<file path="src/rtl/dphy_seq_pkg.sv">
package dphy_seq_pkg;

    typedef enum logic [2:0] {
        SEQ_IDLE,
        SEQ_CLR,
        SEQ_WRITE,
        SEQ_WAIT_LOCK,
        SEQ_WAIT_STOP,
        SEQ_HS_ON,
        SEQ_FAIL
    } seq_state_t;

    typedef enum logic [2:0] {
        WP_IDLE,
        WP_ASET,
        WP_AHI,
        WP_ALO,
        WP_DSET,
        WP_DHI,
        WP_DLO
    } wr_phase_t;

    typedef struct packed {
        logic [7:0] addr;
        logic [7:0] data;
    } tcode_t;

    typedef struct packed {
        logic pwr_n;
        logic rst_n;
        logic clk_en;
    } pwr_ctrl_t;

    function automatic logic [1:0] lane_field(input int lanes);
        return 2'(lanes - 1);
    endfunction

    function automatic logic phase_strobe(input wr_phase_t p);
        return (p == WP_AHI) || (p == WP_DHI);
    endfunction

    function automatic logic phase_is_addr(input wr_phase_t p);
        return (p == WP_ASET) || (p == WP_AHI) || (p == WP_ALO);
    endfunction

    function automatic wr_phase_t phase_after(input wr_phase_t p);
        case (p)
            WP_ASET: return WP_AHI;
            WP_AHI:  return WP_ALO;
            WP_ALO:  return WP_DSET;
            WP_DSET: return WP_DHI;
            WP_DHI:  return WP_DLO;
            default: return WP_IDLE;
        endcase
    endfunction

endpackage

</file>
<file path="src/rtl/dphy_tport_writer.sv">
module dphy_tport_writer
    import dphy_seq_pkg::*;
#(
    parameter int unsigned HALF = 2
) (
    input  logic       clk,
    input  logic       rst,
    input  logic       go,
    input  tcode_t     code,
    output logic       busy,
    output logic       done,
    output logic       tst_clk,
    output logic       tst_en,
    output logic [7:0] tst_din
);
    localparam int HW = (HALF > 1) ? $clog2(HALF) : 1;
    localparam logic [HW-1:0] LASTC = HW'(HALF - 1);

    wr_phase_t   ph;
    logic [HW-1:0] cnt;
    logic [7:0]  din_q;
    logic [7:0]  dat_q;

    always_ff @(posedge clk) begin
        if (rst) begin
            ph    <= WP_IDLE;
            cnt   <= '0;
            din_q <= '0;
            dat_q <= '0;
        end else if (ph == WP_IDLE) begin
            cnt <= '0;
            if (go) begin
                ph    <= WP_ASET;
                din_q <= code.addr;
                dat_q <= code.data;
            end
        end else if (cnt == LASTC) begin
            cnt <= '0;
            ph  <= phase_after(ph);
            if (ph == WP_ALO) din_q <= dat_q;
            if (ph == WP_DLO) din_q <= '0;
        end else begin
            cnt <= cnt + 1'b1;
        end
    end

    assign busy    = (ph != WP_IDLE);
    assign done    = (ph == WP_DLO) && (cnt == LASTC);
    assign tst_clk = phase_strobe(ph);
    assign tst_en  = phase_is_addr(ph);
    assign tst_din = din_q;

    // selector and byte settle before and hold across every strobe edge
    assert_edge_stable_R3: assert property (@(posedge clk) disable iff (rst)
        (tst_clk != $past(tst_clk)) |-> ($stable(tst_en) && $stable(tst_din)));

    // strobe and selector idle low between writes
    assert_idle_quiet_R3: assert property (@(posedge clk) disable iff (rst)
        !busy |-> (!tst_clk && !tst_en));

    // selector drops only with strobe low
    assert_en_fall_low_R4: assert property (@(posedge clk) disable iff (rst)
        $fell(tst_en) |-> !tst_clk);

    // sequencer never launches over a write in flight
    assert_go_idle_R5: assert property (@(posedge clk) disable iff (rst)
        go |-> !busy);

endmodule

</file>
<file path="src/rtl/dphy_poll_timer.sv">
module dphy_poll_timer #(
    parameter int unsigned LIMIT = 4096
) (
    input  logic clk,
    input  logic rst,
    input  logic en,
    input  logic met,
    output logic expired
);
    localparam int CW = $clog2(LIMIT + 1);
    localparam logic [CW-1:0] LAST = CW'(LIMIT - 1);

    logic [CW-1:0] cnt;

    always_ff @(posedge clk) begin
        if (rst || !en || met) cnt <= '0;
        else if (cnt != LAST)  cnt <= cnt + 1'b1;
    end

    assign expired = en && !met && (cnt == LAST);

    // the count is only ever nonzero inside an active wait
    assert_cnt_gated_R8: assert property (@(posedge clk) disable iff (rst)
        (!en) |=> (cnt == '0));

endmodule

</file>
<file path="src/rtl/dphy_esc_div.sv">
module dphy_esc_div (
    input  logic       clk,
    input  logic       rst,
    input  logic [7:0] div,
    output logic       esc_clk
);
    logic [7:0] cnt;
    logic [7:0] nxt;
    logic       running;

    assign running = (div >= 8'd2);

    always_comb begin
        nxt = (cnt >= div - 8'd1) ? 8'd0 : cnt + 8'd1;
    end

    always_ff @(posedge clk) begin
        if (rst || !running) begin
            cnt     <= '0;
            esc_clk <= 1'b0;
        end else begin
            cnt     <= nxt;
            esc_clk <= (nxt < {1'b0, div[7:1]});
        end
    end

    // factors 0 and 1 stop the escape clock
    assert_stopped_R9: assert property (@(posedge clk) disable iff (rst)
        (div < 8'd2) |=> !esc_clk);

endmodule

</file>
<file path="src/rtl/dphy_bringup_seq.sv">
module dphy_bringup_seq
    import dphy_seq_pkg::*;
#(
    parameter int unsigned NUM_CODES  = 3,
    parameter logic [NUM_CODES*8-1:0] CODE_ADDRS = 24'h22_10_44,
    parameter logic [NUM_CODES*8-1:0] CODE_DATA  = 24'h3C_81_74,
    parameter int unsigned HALF       = 2,
    parameter int unsigned LOCK_LIMIT = 4096,
    parameter int unsigned STOP_LIMIT = 4096,
    parameter int unsigned LANES      = 4
) (
    input  logic       clk,
    input  logic       rst,
    input  logic       start,
    input  logic       phy_lock,
    input  logic       lane_stop,
    input  logic [7:0] esc_div,
    output logic       tst_clr,
    output logic       tst_clk,
    output logic       tst_en,
    output logic [7:0] tst_din,
    output logic       pwr_down_n,
    output logic       dig_rst_n,
    output logic       lane_clk_en,
    output logic       hs_clk_req,
    output logic       ready,
    output logic       timeout_err,
    output logic       esc_clk,
    output logic [1:0] lane_cfg
);
    localparam int IW = (NUM_CODES > 1) ? $clog2(NUM_CODES) : 1;
    localparam logic [IW-1:0] LAST_IDX = IW'(NUM_CODES - 1);

    seq_state_t state;
    logic [IW-1:0] idx;
    logic       launch;
    logic       wr_go, wr_busy, wr_done;
    tcode_t     cur;
    logic       released;
    pwr_ctrl_t  pwr;
    logic       lock_exp, stop_exp;
    logic       both_ok;

    assign both_ok  = phy_lock && lane_stop;
    assign cur.addr = CODE_ADDRS[int'(idx)*8 +: 8];
    assign cur.data = CODE_DATA[int'(idx)*8 +: 8];
    assign wr_go    = launch && (state == SEQ_WRITE);

    always_ff @(posedge clk) begin
        if (rst) begin
            state  <= SEQ_IDLE;
            idx    <= '0;
            launch <= 1'b0;
        end else begin
            case (state)
                SEQ_IDLE: if (start) state <= SEQ_CLR;
                SEQ_CLR: begin
                    state  <= SEQ_WRITE;
                    idx    <= '0;
                    launch <= 1'b1;
                end
                SEQ_WRITE: begin
                    launch <= 1'b0;
                    if (wr_done) begin
                        if (idx == LAST_IDX) begin
                            state <= SEQ_WAIT_LOCK;
                        end else begin
                            idx    <= idx + 1'b1;
                            launch <= 1'b1;
                        end
                    end
                end
                SEQ_WAIT_LOCK: begin
                    if (phy_lock)      state <= SEQ_WAIT_STOP;
                    else if (lock_exp) state <= SEQ_FAIL;
                end
                SEQ_WAIT_STOP: begin
                    if (both_ok)       state <= SEQ_HS_ON;
                    else if (stop_exp) state <= SEQ_FAIL;
                end
                default: state <= state;
            endcase
        end
    end

    dphy_tport_writer #(.HALF(HALF)) u_writer (
        .clk(clk), .rst(rst), .go(wr_go), .code(cur),
        .busy(wr_busy), .done(wr_done),
        .tst_clk(tst_clk), .tst_en(tst_en), .tst_din(tst_din)
    );

    dphy_poll_timer #(.LIMIT(LOCK_LIMIT)) u_lock_tmr (
        .clk(clk), .rst(rst), .en(state == SEQ_WAIT_LOCK),
        .met(phy_lock), .expired(lock_exp)
    );

    dphy_poll_timer #(.LIMIT(STOP_LIMIT)) u_stop_tmr (
        .clk(clk), .rst(rst), .en(state == SEQ_WAIT_STOP),
        .met(both_ok), .expired(stop_exp)
    );

    dphy_esc_div u_esc (
        .clk(clk), .rst(rst), .div(esc_div), .esc_clk(esc_clk)
    );

    assign released    = (state == SEQ_WAIT_LOCK) || (state == SEQ_WAIT_STOP) ||
                         (state == SEQ_HS_ON) || (state == SEQ_FAIL);
    assign pwr         = released ? '{pwr_n: 1'b1, rst_n: 1'b1, clk_en: 1'b1} : '0;
    assign pwr_down_n  = pwr.pwr_n;
    assign dig_rst_n   = pwr.rst_n;
    assign lane_clk_en = pwr.clk_en;
    assign tst_clr     = (state == SEQ_IDLE);
    assign hs_clk_req  = (state == SEQ_HS_ON);
    assign ready       = (state == SEQ_HS_ON);
    assign timeout_err = (state == SEQ_FAIL);
    assign lane_cfg    = lane_field(int'(LANES));

    // clear drops only in answer to start
    assert_clr_from_start_R2: assert property (@(posedge clk) disable iff (rst)
        $fell(tst_clr) |-> $past(start));

    // once dropped, clear stays low
    assert_clr_stays_R2: assert property (@(posedge clk) disable iff (rst)
        !tst_clr |=> !tst_clr);

    // release follows the writer's final completion
    assert_release_after_write_R6: assert property (@(posedge clk) disable iff (rst)
        $rose(pwr_down_n) |-> $past(wr_done));

    // the three controls stay released together
    assert_release_hold_R6: assert property (@(posedge clk) disable iff (rst)
        pwr_down_n |=> (pwr_down_n && dig_rst_n && lane_clk_en));

    // no strobe activity after release
    assert_no_strobe_after_R6: assert property (@(posedge clk) disable iff (rst)
        pwr_down_n |-> !tst_clk);

    // HS request only after lock and stop state together
    assert_hs_gated_R7: assert property (@(posedge clk) disable iff (rst)
        $rose(hs_clk_req) |-> $past(phy_lock && lane_stop));

    // error excludes the HS request
    assert_err_excl_R8: assert property (@(posedge clk) disable iff (rst)
        timeout_err |-> (!hs_clk_req && !ready));

    // a completed bring-up is not disturbed by start
    assert_done_sticky_R11: assert property (@(posedge clk) disable iff (rst)
        hs_clk_req |=> hs_clk_req);

endmodule

</file>
<file path="config.mk">
export PLATFORM = sky130hd
export DESIGN_NAME = dphy_bringup_seq
export DESIGN_NICKNAME = d
export VERILOG_FILES = /design/src/rtl/dphy_seq_pkg.sv /design/src/rtl/dphy_tport_writer.sv /design/src/rtl/dphy_poll_timer.sv /design/src/rtl/dphy_esc_div.sv /design/src/rtl/dphy_bringup_seq.sv
export SDC_FILE = /design/constraint.sdc
export NUM_CORES = 1
export LEC_CHECK = 0
export BUFFER_PORTS_ARGS = -buffer_cell sky130_fd_sc_hd__buf_2
export CAP_MARGIN = 40
export CELL_PAD_IN_SITES_DETAIL_PLACEMENT = 0
export CELL_PAD_IN_SITES_GLOBAL_PLACEMENT = 2
export CORE_MARGIN = 8
export CORE_UTILIZATION = 38
export DETAILED_ROUTE_END_ITERATION = 6
export MAX_ROUTING_LAYER = met4
export PLACE_DENSITY_LB_ADDON = 0.05
export SLEW_MARGIN = 20
export SYNTH_ARGS = -nofsm -noshare
export SYNTH_HDL_FRONTEND = slang
export SYNTH_SLANG_ARGS = --single-unit
</file>
<file path="constraint.sdc">
create_clock -name clk -period 8.75 [get_ports clk]
set_input_delay 1.75 -clock clk [delete_from_list [all_inputs] [get_ports clk]]
set_output_delay 1.75 -clock clk [all_outputs]
set_load 0.05 [all_outputs]
</file>
Word level (Yosys, flattened, before mapping)
Index checks and enable logic that the tools add are counted.
{"block": "word_totals", "word_cells": 106, "in_bits": 13, "reg_bits": 61, "output_inout_bits": 20}
{"block": "op_classes", "n_eq_ne": 24, "add_sub_neg": 6, "magnitude_cmp": 3, "mux": 25, "n_reduce_logical": 35, "n_shift": 2}
{"operator": "$mux 8", "n": 6}
{"operator": "$shiftx 24x6->8 const A", "n": 2}
{"operator": "$mux 3", "n": 11}
{"operator": "$pmux 3 s5", "n": 2}
{"operator": "$add 13x1->13 const B", "n": 2}
{"operator": "$eq 13x12->1 const B", "n": 2}
{"operator": "$ne 13x12->1 const B", "n": 2}
{"operator": "$eq 3x3->1 const B", "n": 6}
{"operator": "$eq 3x2->1 const B", "n": 4}
{"operator": "$logic_or 1x1->1", "n": 11}
{"operator": "$add 8x1->8 const B", "n": 1}
{"operator": "$ge 8x2->1 const B", "n": 1}
{"operator": "$ge 8x8->1", "n": 1}
{"operator": "$lt 8x7->1", "n": 1}
{"operator": "$sub 8x1->8 const B", "n": 1}
{"operator": "$logic_and 1x1->1", "n": 7}
{"operator": "$eq 3x1->1 const B", "n": 2}
{"operator": "$logic_not 3->1", "n": 2}
{"operator": "$ne 2x1->1 const B", "n": 3}
{"operator": "$ne 3x3->1 const B", "n": 2}
{"operator": "$reduce_and 3->1", "n": 2}
{"operator": "$reduce_and 6->1", "n": 1}
{"operator": "$logic_not 1->1", "n": 5}
{"operator": "$reduce_bool 5->1", "n": 1}
{"operator": "other kinds (12)", "n": 17}

Longest topological paths before layout
Gate-level depths: netlist of run 1.
{"block": "depth", "word_depth": 7, "mapped_depth": 16}

Modules after synthesis
From an unflattened synthesis of run 1, not the netlist that was laid out.
{"block": "unflattened", "cells_unflattened": 452, "hier_area_um2": 3890.0}
{"mod": "dphy_poll_timer", "instances": 2, "seq_area_each_um2": 260.2, "cells_each": 73, "area_each_um2": 698.2}
{"mod": "dphy_tport_writer", "instances": 1, "seq_area_each_um2": 400.4, "cells_each": 129, "area_each_um2": 1093.5}
{"mod": "dphy_esc_div", "instances": 1, "seq_area_each_um2": 180.2, "cells_each": 107, "area_each_um2": 853.3}
{"mod": "dphy_bringup_seq", "instances": 1, "seq_area_each_um2": 120.1, "cells_each": 70, "area_each_um2": 546.8}

Worst setup path before layout of run 1
Ideal clock, no wire load.
{"block": "synth_timing", "path_type": "input -> register", "from": "in esc_div[0]", "to": "reg u_esc.esc_clk", "setup_slack_ns": 4.456, "cell_stages": 14, "n_path_buf": 0, "arrival_time_ns": 4.235, "setup_time_ns": 0.059, "t_required_ns": 8.691, "path_cell_list": "inv_1 ha_1 ha_1 nor2b_1 o211a_1 o311ai_1 nand2_1 nor3_1 ha_1 a21o_1 a21oi_1 nand2_1 nor2_1 o31a_1"}
{"block": "synth_via", "elab_chain_len": 4, "word_cells_on_any_way": 7, "classes_between": "1 x add/sub; 3 x order compare; 1 x mux; 2 x reduce/logical"}
{"element": "start, declared", "line": "dphy_bringup_seq.sv:17", "rtl": "input logic [7:0] esc_div,"}
{"element": "$sub 8x1->8", "line": "dphy_esc_div.sv:14", "rtl": "nxt = (cnt >= div - 8'd1) ? 8'd0 : cnt + 8'd1;"}
{"element": "$ge 8x8->1", "line": "dphy_esc_div.sv:14"}
{"element": "$mux 8", "line": "dphy_esc_div.sv:14"}
{"element": "named net u_esc.nxt[5]", "line": "dphy_esc_div.sv:8", "rtl": "logic [7:0] nxt;"}
{"element": "$lt 8x7->1", "line": "dphy_esc_div.sv:23", "rtl": "esc_clk <= (nxt < {1'b0, div[7:1]});"}
{"element": "end signal, assigned", "line": "dphy_esc_div.sv:23"}
{"element": "end, declared", "line": "dphy_esc_div.sv:5", "rtl": "output logic esc_clk"}
The timed path passes the listed nets, and every way through them passes these cells.
A chain may end at the register's enable or synchronous reset.

Worst setup path after layout of run 1
{"block": "layout_timing", "from": "in esc_div[1]", "to": "reg u_esc.esc_clk"}
Same word-level chain as after synthesis.

==> flow_metrics.py, run 1 <==
metrics = {
    "logic_synthesis": {
        "synth_top_flop_cell": "dfxtp_1",
        "synth_cell_type_count": 54,
        "syn_area_mm2": 0.00316,
        "syn_area_per_cell_um2": 8.18,
        "synth_area_leaders": "dfxtp_1 35%, ha_1 8.7%, xnor2_1 6.1%",
        "synth_area_leader_cell": "dfxtp_1",
        "synth_seq_cells": 56,
        "yosysTopAreaCellShare": 0.355,
        "synth_edf_count": 0,
        "async_reset_ff_frac": 0,
        "seq_area_frac_synth": 0.355,
        "yosysWarnings": 0,
        "syn-instance-count": 386,
    },
    "cts": {
        "cts_buffer_depth": 2,
        "holdBufCountCts": 0,
        "cts.htree.levels": 2,
        "cts_tree": "done",
        "insertion_delay_ns": 0.31,
        "cts_sinks": 56,
        "clkSlewWorstSetupHoldPaths_ns": 0.10,
        "cts.root.buffer_cell": "clkbuf_8",
        "cts_buffers": 5,
        "postCtsSetupBuffers": 0,
        "post_cts_resized": 0,
    },
    "power": {
        "p_leak_nw": 1.38,
        "ir_worst_vdd_uv": 74.5,
        "powerDensity_mw_per_mm2": 177,
    },
    "floorplanning": {
        "die_y_um": 107,
        "die_area_mm2": 0.0115,
        "start_util": 0.388,
        "fp.dieW_um": 107,
        "coreArea_mm2": 0.00813,
        "rows": 33,
        "pin_count": 33,
    },
    "run": {
        "cap_violations": 0,
    },
    "critical_path": {
        "cp-endpoint": "u_esc.esc_clk$_SDFF_PP0_",
        "r2r_start": "u_esc.cnt[1]$_SDFF_PP0_",
        "critPathTopFamily": "compound AO/OA/AOI/OAI gates",
        "rrSetupSlack_ns": 5.91,
        "cpMostUsedCell": "ha_1",
        "reg2reg_to": "u_esc.esc_clk$_SDFF_PP0_",
        "r2r_cells": 12,
        "cp_data_required_time_ns": 9.01,
        "critPathLaunchType": "input pin",
        "path_class": "in2reg",
        "path_cells": "buf_2 > inv_1 > ha_1 > ha_1 > nor2b_1 > o211a_1 > o311ai_1 > nand2_1 > nor3_1 > ha_1 > a21o_1 > a21oi_1 > nand2_1 > nor2_1 > o31a_1",
        "critical_path_arrival_ns": 4.61,
        "slowest_stage": "o311ai_1",
        "cp_slowest_stage_delay_ns": 0.31,
        "cp.depth": 15,
        "path_max_fanout": 10,
        "setup.worst_path.start": "esc_div[1]",
        "critPathCaptureType": "register",
        "path_buf_inv": 2,
    },
    "placement": {
        "gp_congestion": 0.772,
        "hpwl_mm": 5.27,
        "io_buffers": 30,
        "placed_cell_area_mm2": 0.00335,
    },
    "finish": {
        "multi_input_area_mm2": 0.00187,
        "syn_to_final_growth_pct": 9.94,
        "fillers": 841,
        "drive_gt1_frac": 0.120,
        "fin_nets": 441,
        "stdcell_area_mm2": 0.00347,
        "n_antenna_cell": 0,
        "regArea_mm2": 0.00112,
    },
    "drt": {
        "vias": 2648,
        "drt_iter0_drc": 97,
        "drtPass1Iterations": 4,
        "wirelength_mm": 6.89,
        "viasPerCell": 5.17,
        "drc_errors": 0,
        "wire_per_inst_um": 13.5,
        "ant_nets": 0,
    },
    "global_route": {
        "gr-total-overflow": 0,
        "grt_use_total": 0.129,
        "grt_pass1_vias": 2669,
        "grt_max_degree": 23,
        "grt_pass1_wl_mm": 12.1,
        "grt_antenna_before_repair": 0,
    },
    "run_status": {
        "status": "finished, final reports clean",
    },
    "timing": {
        "setup_viol": 0,
        "skew_ns": 0.00579,
        "timing.fmax_mhz": 230,
        "fin_crit_sh": 0.498,
        "grt_setup_unrepaired": "no",
        "finalHoldViolCount": 0,
        "maxSlewViolCount": 0,
        "worst_pin_slew_ns": 0.719,
        "relSlewSlack": 0.514,
        "min_period_ns": 4.36,
        "finalSetupTns_ns": 0,
    },
    "worst_hold_path": {
        "hold_path_class": "reg2reg",
    },
}
-- registers in the layout, indices dropped and copies added (netlist names) --
register and flops:
u_writer.cnt 1, idx 2, launch 1, u_esc.cnt 8, state 3, u_writer.tst_din 7, u_esc.esc_clk 1, u_writer.dat_q 4
u_stop_tmr.cnt 13, u_lock_tmr.cnt 13, u_writer.ph 3
-- layout make-up --
class | count | area share
multi-input combinational | 292 | 0.538
sequential | 56 | 0.323
timing repair buffer | 30 | 0.0432
tap | 105 | 0.0378
clock buffer | 6 | 0.0238
inverter | 21 | 0.0227
clock inverter | 2 | 0.0112
-- cells in the mapped netlist (all sizes together) (8+ instances only) --
cell and number:
a21oi 16, buf 8, clkbuf 10, dfxtp 56, ha 22, inv 21, nand2 39, nand3 18
nor2 52, nor3 26, nor4 8, xnor2 22
-- report_power, final --
part	total, mW	internal, mW	leakage (nW)	switching [mW]
clock	0.182	0.0938	0.0614	0.0884
combinational	0.147	0.0470	0.864	0.0996
sequential	0.287	0.268	0.453	0.0197
-- cell usage in the layout (no fill, tap or decap), types with 2 or more instances in the layout --
cell      netlist  final
nand2b_1        3      3
clkbuf_8        0      6
o211a_1         2      2
mux2_2          2      2
nor2_1         51     51
xor2_1          7      7
nand2_1        39     39
dfxtp_1        56     56
nor3b_1         2      2
or4_1           3      3
a311oi_1        2      2
and3_1          6      6
o31a_1          3      3
a21oi_1        16     16
xnor2_1        22     22
a221oi_1        3      3
conb_1          1      2
buf_2           2     30
nand4_1         5      5
nor3_1         26     26
mux2i_1         4      4
a31oi_1         3      3
o21ai_0         7      7
a21o_1          3      3
or2_2           2      2
nand3b_1        2      2
a22oi_1         3      3
nor4_1          6      6
inv_1          21     21
o32ai_1         2      2
ha_1           22     22
nor2b_1         6      6
nand3_1        18     18
-- layer usage --
layer	routed length [µm]	track usage	vias to the layer above
met4	68	0.0302	0
met3	244	0.0270	5
met5	0	-	-
li1	-	-	1385
met2	3200	0.216	26
met1	3380	0.155	1232
-- worst min-delay path by stage --
stage | depth (start not counted) | slack, ns | to | from
6_report | 2 | 0.43 | u_stop_tmr.cnt[12]$_SDFFE_PP0P_ | u_stop_tmr.cnt[12]$_SDFFE_PP0P_
5_1_grt | 2 | 0.48 | u_stop_tmr.cnt[12]$_SDFFE_PP0P_ | u_stop_tmr.cnt[12]$_SDFFE_PP0P_
4_1_cts | 2 | 0.43 | u_stop_tmr.cnt[12]$_SDFFE_PP0P_ | u_stop_tmr.cnt[12]$_SDFFE_PP0P_
3_5_place_dp | 2 | 0.42 | u_stop_tmr.cnt[12]$_SDFFE_PP0P_ | u_stop_tmr.cnt[12]$_SDFFE_PP0P_
3_3_place_gp | 2 | 0.41 | u_stop_tmr.cnt[12]$_SDFFE_PP0P_ | u_stop_tmr.cnt[12]$_SDFFE_PP0P_
2_1_floorplan | 2 | 0.40 | u_stop_tmr.cnt[12]$_SDFFE_PP0P_ | u_stop_tmr.cnt[12]$_SDFFE_PP0P_
-- stage by stage --
| stage | hold WS [ns] | util | std cells | worst slack (ns) | total power [mW] |
|---|---|---|---|---|---|
| detailed placement | 0.417 | 0.412 | 504 | 4.06 | 0.441 |
| global route | 0.477 | 0.427 | 512 | 3.99 | 0.651 |
| global placement | 0.413 | 0.412 | 504 | 4.05 | 0.441 |
| finish | 0.432 | 0.427 | 512 | 4.39 | 0.616 |
| CTS | 0.434 | 0.427 | 512 | 4.39 | 0.626 |
| floorplan | 0.403 | - | 387 | 4.46 | 0.411 |
-- cell families (layout without fill, tap and decap cells) --
kind of cell / after synthesis / after routing / share of synthesized area
buf+inv: 39 / 59 / 0.0543
other cells: 1 / 2 / 0.00119
xor+xnor: 29 / 29 / 0.0804
flops: 56 / 56 / 0.355
simple gates: 179 / 179 / 0.285
compound gates: 54 / 54 / 0.117
mux: 6 / 6 / 0.0198
fa+ha+maj: 22 / 22 / 0.0872
-- worst reg2reg max path, cell delays in order (launching register included) --
cell	delay [ns]
dfxtp_1	0.42
ha_1	0.27
nor2b_1	0.14
o211a_1	0.21
o311ai_1	0.31
nand2_1	0.30
nor3_1	0.27
ha_1	0.27
a21o_1	0.18
a21oi_1	0.14
nand2_1	0.06
nor2_1	0.10
o31a_1	0.13
(Power assumes the default switching activity.)
==> run 2, diff against run 1 <==
- CORE_UTILIZATION: 38 -> 32
- clock period: 8.75 -> 3.5 ns (I/O delays scaled with it)
==> run 2 against run 1 <==
Net effect:
- sequential share of layout area shrank 0.74 points
- critical endpoint unchanged
- cell count grew 7.0%
- global-route usage shrank 0.92 points
- via count grew 0.94%
- utilization shrank 6.0 points
- total power grew 150%
- largest power group unchanged
- register-to-register slack lost 5.1 ns
==> flow_metrics.py, run 2 (synthesis results as in run 1) <==
metrics = {
    "power": {
        "power_mw": 1.52,
        "powerDensity_mw_per_mm2": 429,
        "p_leak_nw": 1.41,
        "ir_worst_vdd_uv": 185,
    },
    "finish": {
        "final_cell_mix": "56 x dfxtp_1, 51 x nor2_1, 39 x nand2_1",
        "stdcell_area_mm2": 0.00355,
        "n_antenna_cell": 0,
        "drive_gt1_frac": 0.135,
        "syn_to_final_growth_pct": 12.5,
        "fin_nets": 449,
        "top_regs": "u_lock_tmr.cnt: 13 flops, u_stop_tmr.cnt: 13 flops, u_esc.cnt: 8 flops",
        "utilization": 0.367,
        "final_common_cell": "dfxtp_1",
    },
    "critical_path": {
        "cpMostUsedCell": "nand2_1",
        "path_buf_inv": 1,
        "path_max_fanout": 4,
        "cp_slowest_stage_delay_ns": 0.35,
        "critPathLaunchType": "input pin",
        "critPathTopFamily": "simple AND/OR/NAND/NOR gates",
        "cp_data_required_time_ns": 3.75,
        "critPathCaptureType": "register",
        "critical_path_arrival_ns": 3.42,
        "path_class": "in2reg",
        "slowest_stage": "nor4_1",
        "path_cells": "buf_2 > nor4_1 > nand2_1 > xnor2_1 > ha_1 > and3_1 > o311ai_1 > nand2_1 > nor3_1 > ha_1 > a21o_1 > a21oi_1 > nand2_1 > nor2_1 > o31a_1",
    },
    "timing": {
        "finalSetupTns_ns": 0,
        "worst_pin_slew_ns": 0.751,
        "grt_setup_unrepaired": "no",
        "maxSlewViolCount": 0,
        "fin_crit_sh": 0.907,
        "timing.fmax_mhz": 315,
        "setup_viol": 0,
        "relSlewSlack": 0.495,
        "finalHoldViolCount": 0,
        "min_period_ns": 3.18,
        "skew_ns": 0.0115,
    },
    "worst_hold_path": {
        "hold_path_class": "reg2reg",
    },
    "global_route": {
        "grt_pass1_wl_mm": 12.6,
        "grt_pass1_vias": 2594,
        "gr-total-overflow": 0,
        "grt_max_degree": 23,
        "grt_antenna_before_repair": 0,
        "grt_use_total": 0.120,
    },
    "placement": {
        "hpwl_mm": 5.59,
        "io_buffers": 30,
        "gp_congestion": 0.801,
        "placed_cell_area_mm2": 0.00345,
    },
    "floorplanning": {
        "start_util": 0.326,
        "die_area_mm2": 0.0133,
        "rows": 36,
        "fp.dieW_um": 115,
        "coreArea_mm2": 0.00968,
        "pin_count": 33,
        "die_y_um": 115,
    },
    "cts": {
        "holdBufCountCts": 0,
        "cts.root.buffer_cell": "clkbuf_8",
        "cts_tree": "done",
        "insertion_delay_ns": 0.31,
        "cts.htree.levels": 2,
        "clkSlewWorstSetupHoldPaths_ns": 0.10,
        "cts_sinks": 56,
        "postCtsSetupBuffers": 0,
        "cts_buffers": 5,
        "cts_buffer_depth": 2,
        "post_cts_resized": 0,
    },
    "drt": {
        "drc_errors": 0,
        "wirelength_mm": 7.25,
        "viasPerCell": 4.88,
        "ant_nets": 0,
        "drt_iter0_drc": 78,
        "wire_per_inst_um": 13.2,
        "vias": 2673,
        "drtPass1Iterations": 4,
    },
    "run": {
        "cap_violations": 0,
    },
    "run_status": {
        "status": "finished, final reports clean",
    },
}
==> run 2: tightest hold or removal path, stage by stage (launching register included) <==
cell      delay, ns
dfxtp_1        0.32
inv_1          0.04
a311oi_1       0.03
==> run 2: area by class of cell <==
cell class	instances	area, µm²
clock buffer	6	72.6
multi-input combinational	292	1870
inverter	21	78.8
clock inverter	2	35.0
timing repair buffer	38	210
tap	133	166
sequential	56	1120
fill	1032	6130
==> run 2: path summary, 6_finish.rpt <==
check / startpoint / endpoint / slack [ns] / depth (start not counted)
setup reg to reg: u_esc.cnt[1]$_SDFF_PP0_ / u_esc.esc_clk$_SDFF_PP0_ / 0.80 / 12
hold reg to reg: u_stop_tmr.cnt[12]$_SDFFE_PP0P_ / u_stop_tmr.cnt[12]$_SDFFE_PP0P_ / 0.43 / 2
hold / removal: u_stop_tmr.cnt[12]$_SDFFE_PP0P_ / u_stop_tmr.cnt[12]$_SDFFE_PP0P_ / 0.43 / 2
setup / recovery: esc_div[5] / u_esc.esc_clk$_SDFF_PP0_ / 0.32 / 15
==> run 2: per-stage QoR <==
step | worst slack, ns | hold WS, ns | cells
4_1_cts | 0.316 | 0.430 | 548
5_1_grt | 0.0628 | 0.439 | 548
3_3_place_gp | -0.0719 | 0.415 | 540
3_5_place_dp | 0.00300 | 0.414 | 540
6_report | 0.325 | 0.429 | 548
2_1_floorplan | 0.256 | 0.403 | 387
==> run 2: per-layer routing <==
metal  track usage  wire (µm)
met1         0.145       3580
met2         0.197       3350
met3        0.0252        269
met4        0.0315         48
met5             -          0
==> run 2: where the power goes <==
group	internal [mW]	switching (mW)	total (mW)	leakage (nW)
registers	0.669	0.0484	0.717	0.453
clock network	0.213	0.214	0.427	0.0552
logic	0.127	0.254	0.380	0.903
==> run 3, diff against run 2 <==
--- a/config.mk
+++ b/config.mk
@@ -11,5 +11,6 @@
 export CELL_PAD_IN_SITES_GLOBAL_PLACEMENT = 2
 export CORE_MARGIN = 8
-export CORE_UTILIZATION = 32
+export CORE_UTILIZATION = 35
+export CTS_CLUSTER_DIAMETER = 120
 export DETAILED_ROUTE_END_ITERATION = 6
 export MAX_ROUTING_LAYER = met4
==> constraint.sdc (replaced) <==
create_clock -name clk -period 3.2 [get_ports clk]
set_input_delay 0.16 -clock clk [delete_from_list [all_inputs] [get_ports clk]]
set_output_delay 0.16 -clock clk [all_outputs]
set_load 0.05 [all_outputs]
==> run 3 against run 2 <==
Net effect:
- combinational power grew 5.8%
- largest power group unchanged
- setup slack better by 0.17 ns
- clock skew is 0.0025 ns higher
==> flow_metrics.py, run 3 (synthesis results as in run 1) <==
metrics = {
    "floorplanning": {
        "fp.dieW_um": 111,
        "rows": 34,
        "pin_count": 33,
        "start_util": 0.362,
        "die_y_um": 111,
        "die_area_mm2": 0.0123,
        "coreArea_mm2": 0.00872,
    },
    "cts": {
        "cts.htree.levels": 2,
        "postCtsSetupBuffers": 0,
        "cts_buffer_depth": 2,
        "cts.root.buffer_cell": "clkbuf_8",
        "clkSlewWorstSetupHoldPaths_ns": 0.10,
        "cts_tree": "done",
        "insertion_delay_ns": 0.31,
        "cts_sinks": 56,
        "post_cts_resized": 0,
        "cts_buffers": 5,
        "holdBufCountCts": 0,
    },
    "global_route": {
        "grt_pass1_wl_mm": 12.5,
        "grt_antenna_before_repair": 0,
        "grt_pass1_vias": 2586,
        "grt_max_degree": 23,
        "gr-total-overflow": 0,
        "grt_use_total": 0.120,
    },
    "power": {
        "p_seq_frac": 0.490,
        "ir_worst_vdd_uv": 252,
        "switching_power_uw": 560,
        "p_leak_nw": 1.37,
        "powerDensity_mw_per_mm2": 461,
        "internal_power_mw": 1.04,
        "p_clk_frac": 0.258,
        "swShare": 0.351,
        "p_comb_frac": 0.252,
    },
    "drt": {
        "wire_per_inst_um": 13.5,
        "wl_met3_um": 172,
        "viasPerCell": 5.05,
        "dr_wl_met2_mm": 3.10,
        "wirelength_mm": 6.97,
        "ant_nets": 0,
        "top_layer": "met4",
        "vias": 2612,
        "drc_errors": 0,
        "drtPass1Iterations": 4,
        "wl_met1_mm": 3.63,
        "drt_iter0_drc": 84,
    },
    "timing": {
        "relSlewSlack": 0.500,
        "skew_ns": 0.0140,
        "maxSlewViolCount": 0,
        "grt_setup_unrepaired": "no",
        "min_period_ns": 2.71,
        "finalHoldViolCount": 0,
        "fin_crit_sh": 0.846,
        "worst_pin_slew_ns": 0.744,
        "finalSetupTns_ns": 0,
        "setup_viol": 0,
        "timing.fmax_mhz": 369,
    },
    "placement": {
        "placed_cell_area_mm2": 0.00337,
        "io_buffers": 30,
        "hpwl_mm": 5.27,
        "gp_congestion": 0.742,
    },
    "critical_path": {
        "critPathLaunchType": "register",
        "path_max_fanout": 4,
        "critPathCaptureType": "register",
        "path_class": "reg2reg",
        "critical_path_arrival_ns": 2.95,
        "r2r_cells": 12,
        "r2r_start": "u_esc.cnt[1]$_SDFF_PP0_",
        "cp_data_required_time_ns": 3.45,
        "setup.worst_path.start": "u_esc.cnt[1]$_SDFF_PP0_",
    },
    "finish": {
        "final_cell_mix": "56 x dfxtp_1, 51 x nor2_1, 39 x nand2_1",
        "drive_gt1_frac": 0.125,
        "top_regs": "u_lock_tmr.cnt: 13 flops, u_stop_tmr.cnt: 13 flops, u_esc.cnt: 8 flops",
        "stdcell_area_mm2": 0.00347,
        "fin_nets": 443,
        "n_antenna_cell": 0,
        "syn_to_final_growth_pct": 9.79,
        "utilization": 0.398,
        "final_common_cell": "dfxtp_1",
    },
    "worst_hold_path": {
        "hold_path_class": "in2reg",
        "hold_path.startpoint": "rst",
        "min_path_cells": 2,
    },
    "run_status": {
        "status": "finished, final reports clean",
    },
    "run": {
        "cap_violations": 0,
    },
}
==> run 3: cell count changes in the layout (fill, tap and decap cells not counted), sizes merged <==
cell / previous run / this run
clkinv: 1 / 0
bufinv: 1 / 0
buf: 38 / 32
clkinvlp: 0 / 2
==> run 3: path summary, 6_finish.rpt <==
kind | endpoint | slack (ns)
worst max-delay path | u_esc.esc_clk$_SDFF_PP0_ | 0.49
worst max register to register | u_esc.esc_clk$_SDFF_PP0_ | 0.49
worst min register to register | u_stop_tmr.cnt[12]$_SDFFE_PP0P_ | 0.43
worst min-delay path | u_writer.dat_q[5]$_SDFFE_PP0P_ | 0.28
==> run 3: stage by stage <==
step	setup slack, ns	cells	hold WS, ns	total power [mW]
2_1_floorplan	0.496	387	0.342	1.12
3_3_place_gp	0.198	509	0.413	1.21
3_5_place_dp	0.170	509	0.415	1.21
4_1_cts	0.467	517	0.280	1.63
5_1_grt	0.195	517	0.286	1.70
6_report	0.493	517	0.278	1.60
==> run 3: critical path, cell delays in order, from the launching register on <==
cell and delay [ns]:
dfxtp_1 0.41, ha_1 0.26, nor2b_1 0.13, o211a_1 0.20, o311ai_1 0.34, nand2_1 0.16, nor3_1 0.26, ha_1 0.29
a21o_1 0.18, a21oi_1 0.13, nand2_1 0.07, nor2_1 0.10, o31a_1 0.13
==> run 3: area by class of cell <==
type | count | area [µm²]
clock buffer | 6 | 82.6
clock inverter | 2 | 15.0
fill | 916 | 5250
inverter | 21 | 78.8
multi-input combinational | 292 | 1870
sequential | 56 | 1120
tap | 108 | 135
timing repair buffer | 32 | 165
==> run 3: power groups by stage <==
stage | Clock, mW | Sequential [mW] | Combinational (mW)
2_1_floorplan | 0 | 0.791 | 0.333
4_1_cts | 0.436 | 0.785 | 0.407
3_5_place_dp | 0 | 0.801 | 0.405
6_report | 0.412 | 0.783 | 0.402
3_3_place_gp | 0 | 0.801 | 0.409
5_1_grt | 0.458 | 0.795 | 0.445
==> run 3: routing by layer <==
metal	vias up	track usage
li1	1391	-
met2	28	0.191
met3	5	0.0227
met1	1188	0.151
met5	-	-
met4	0	0.0324
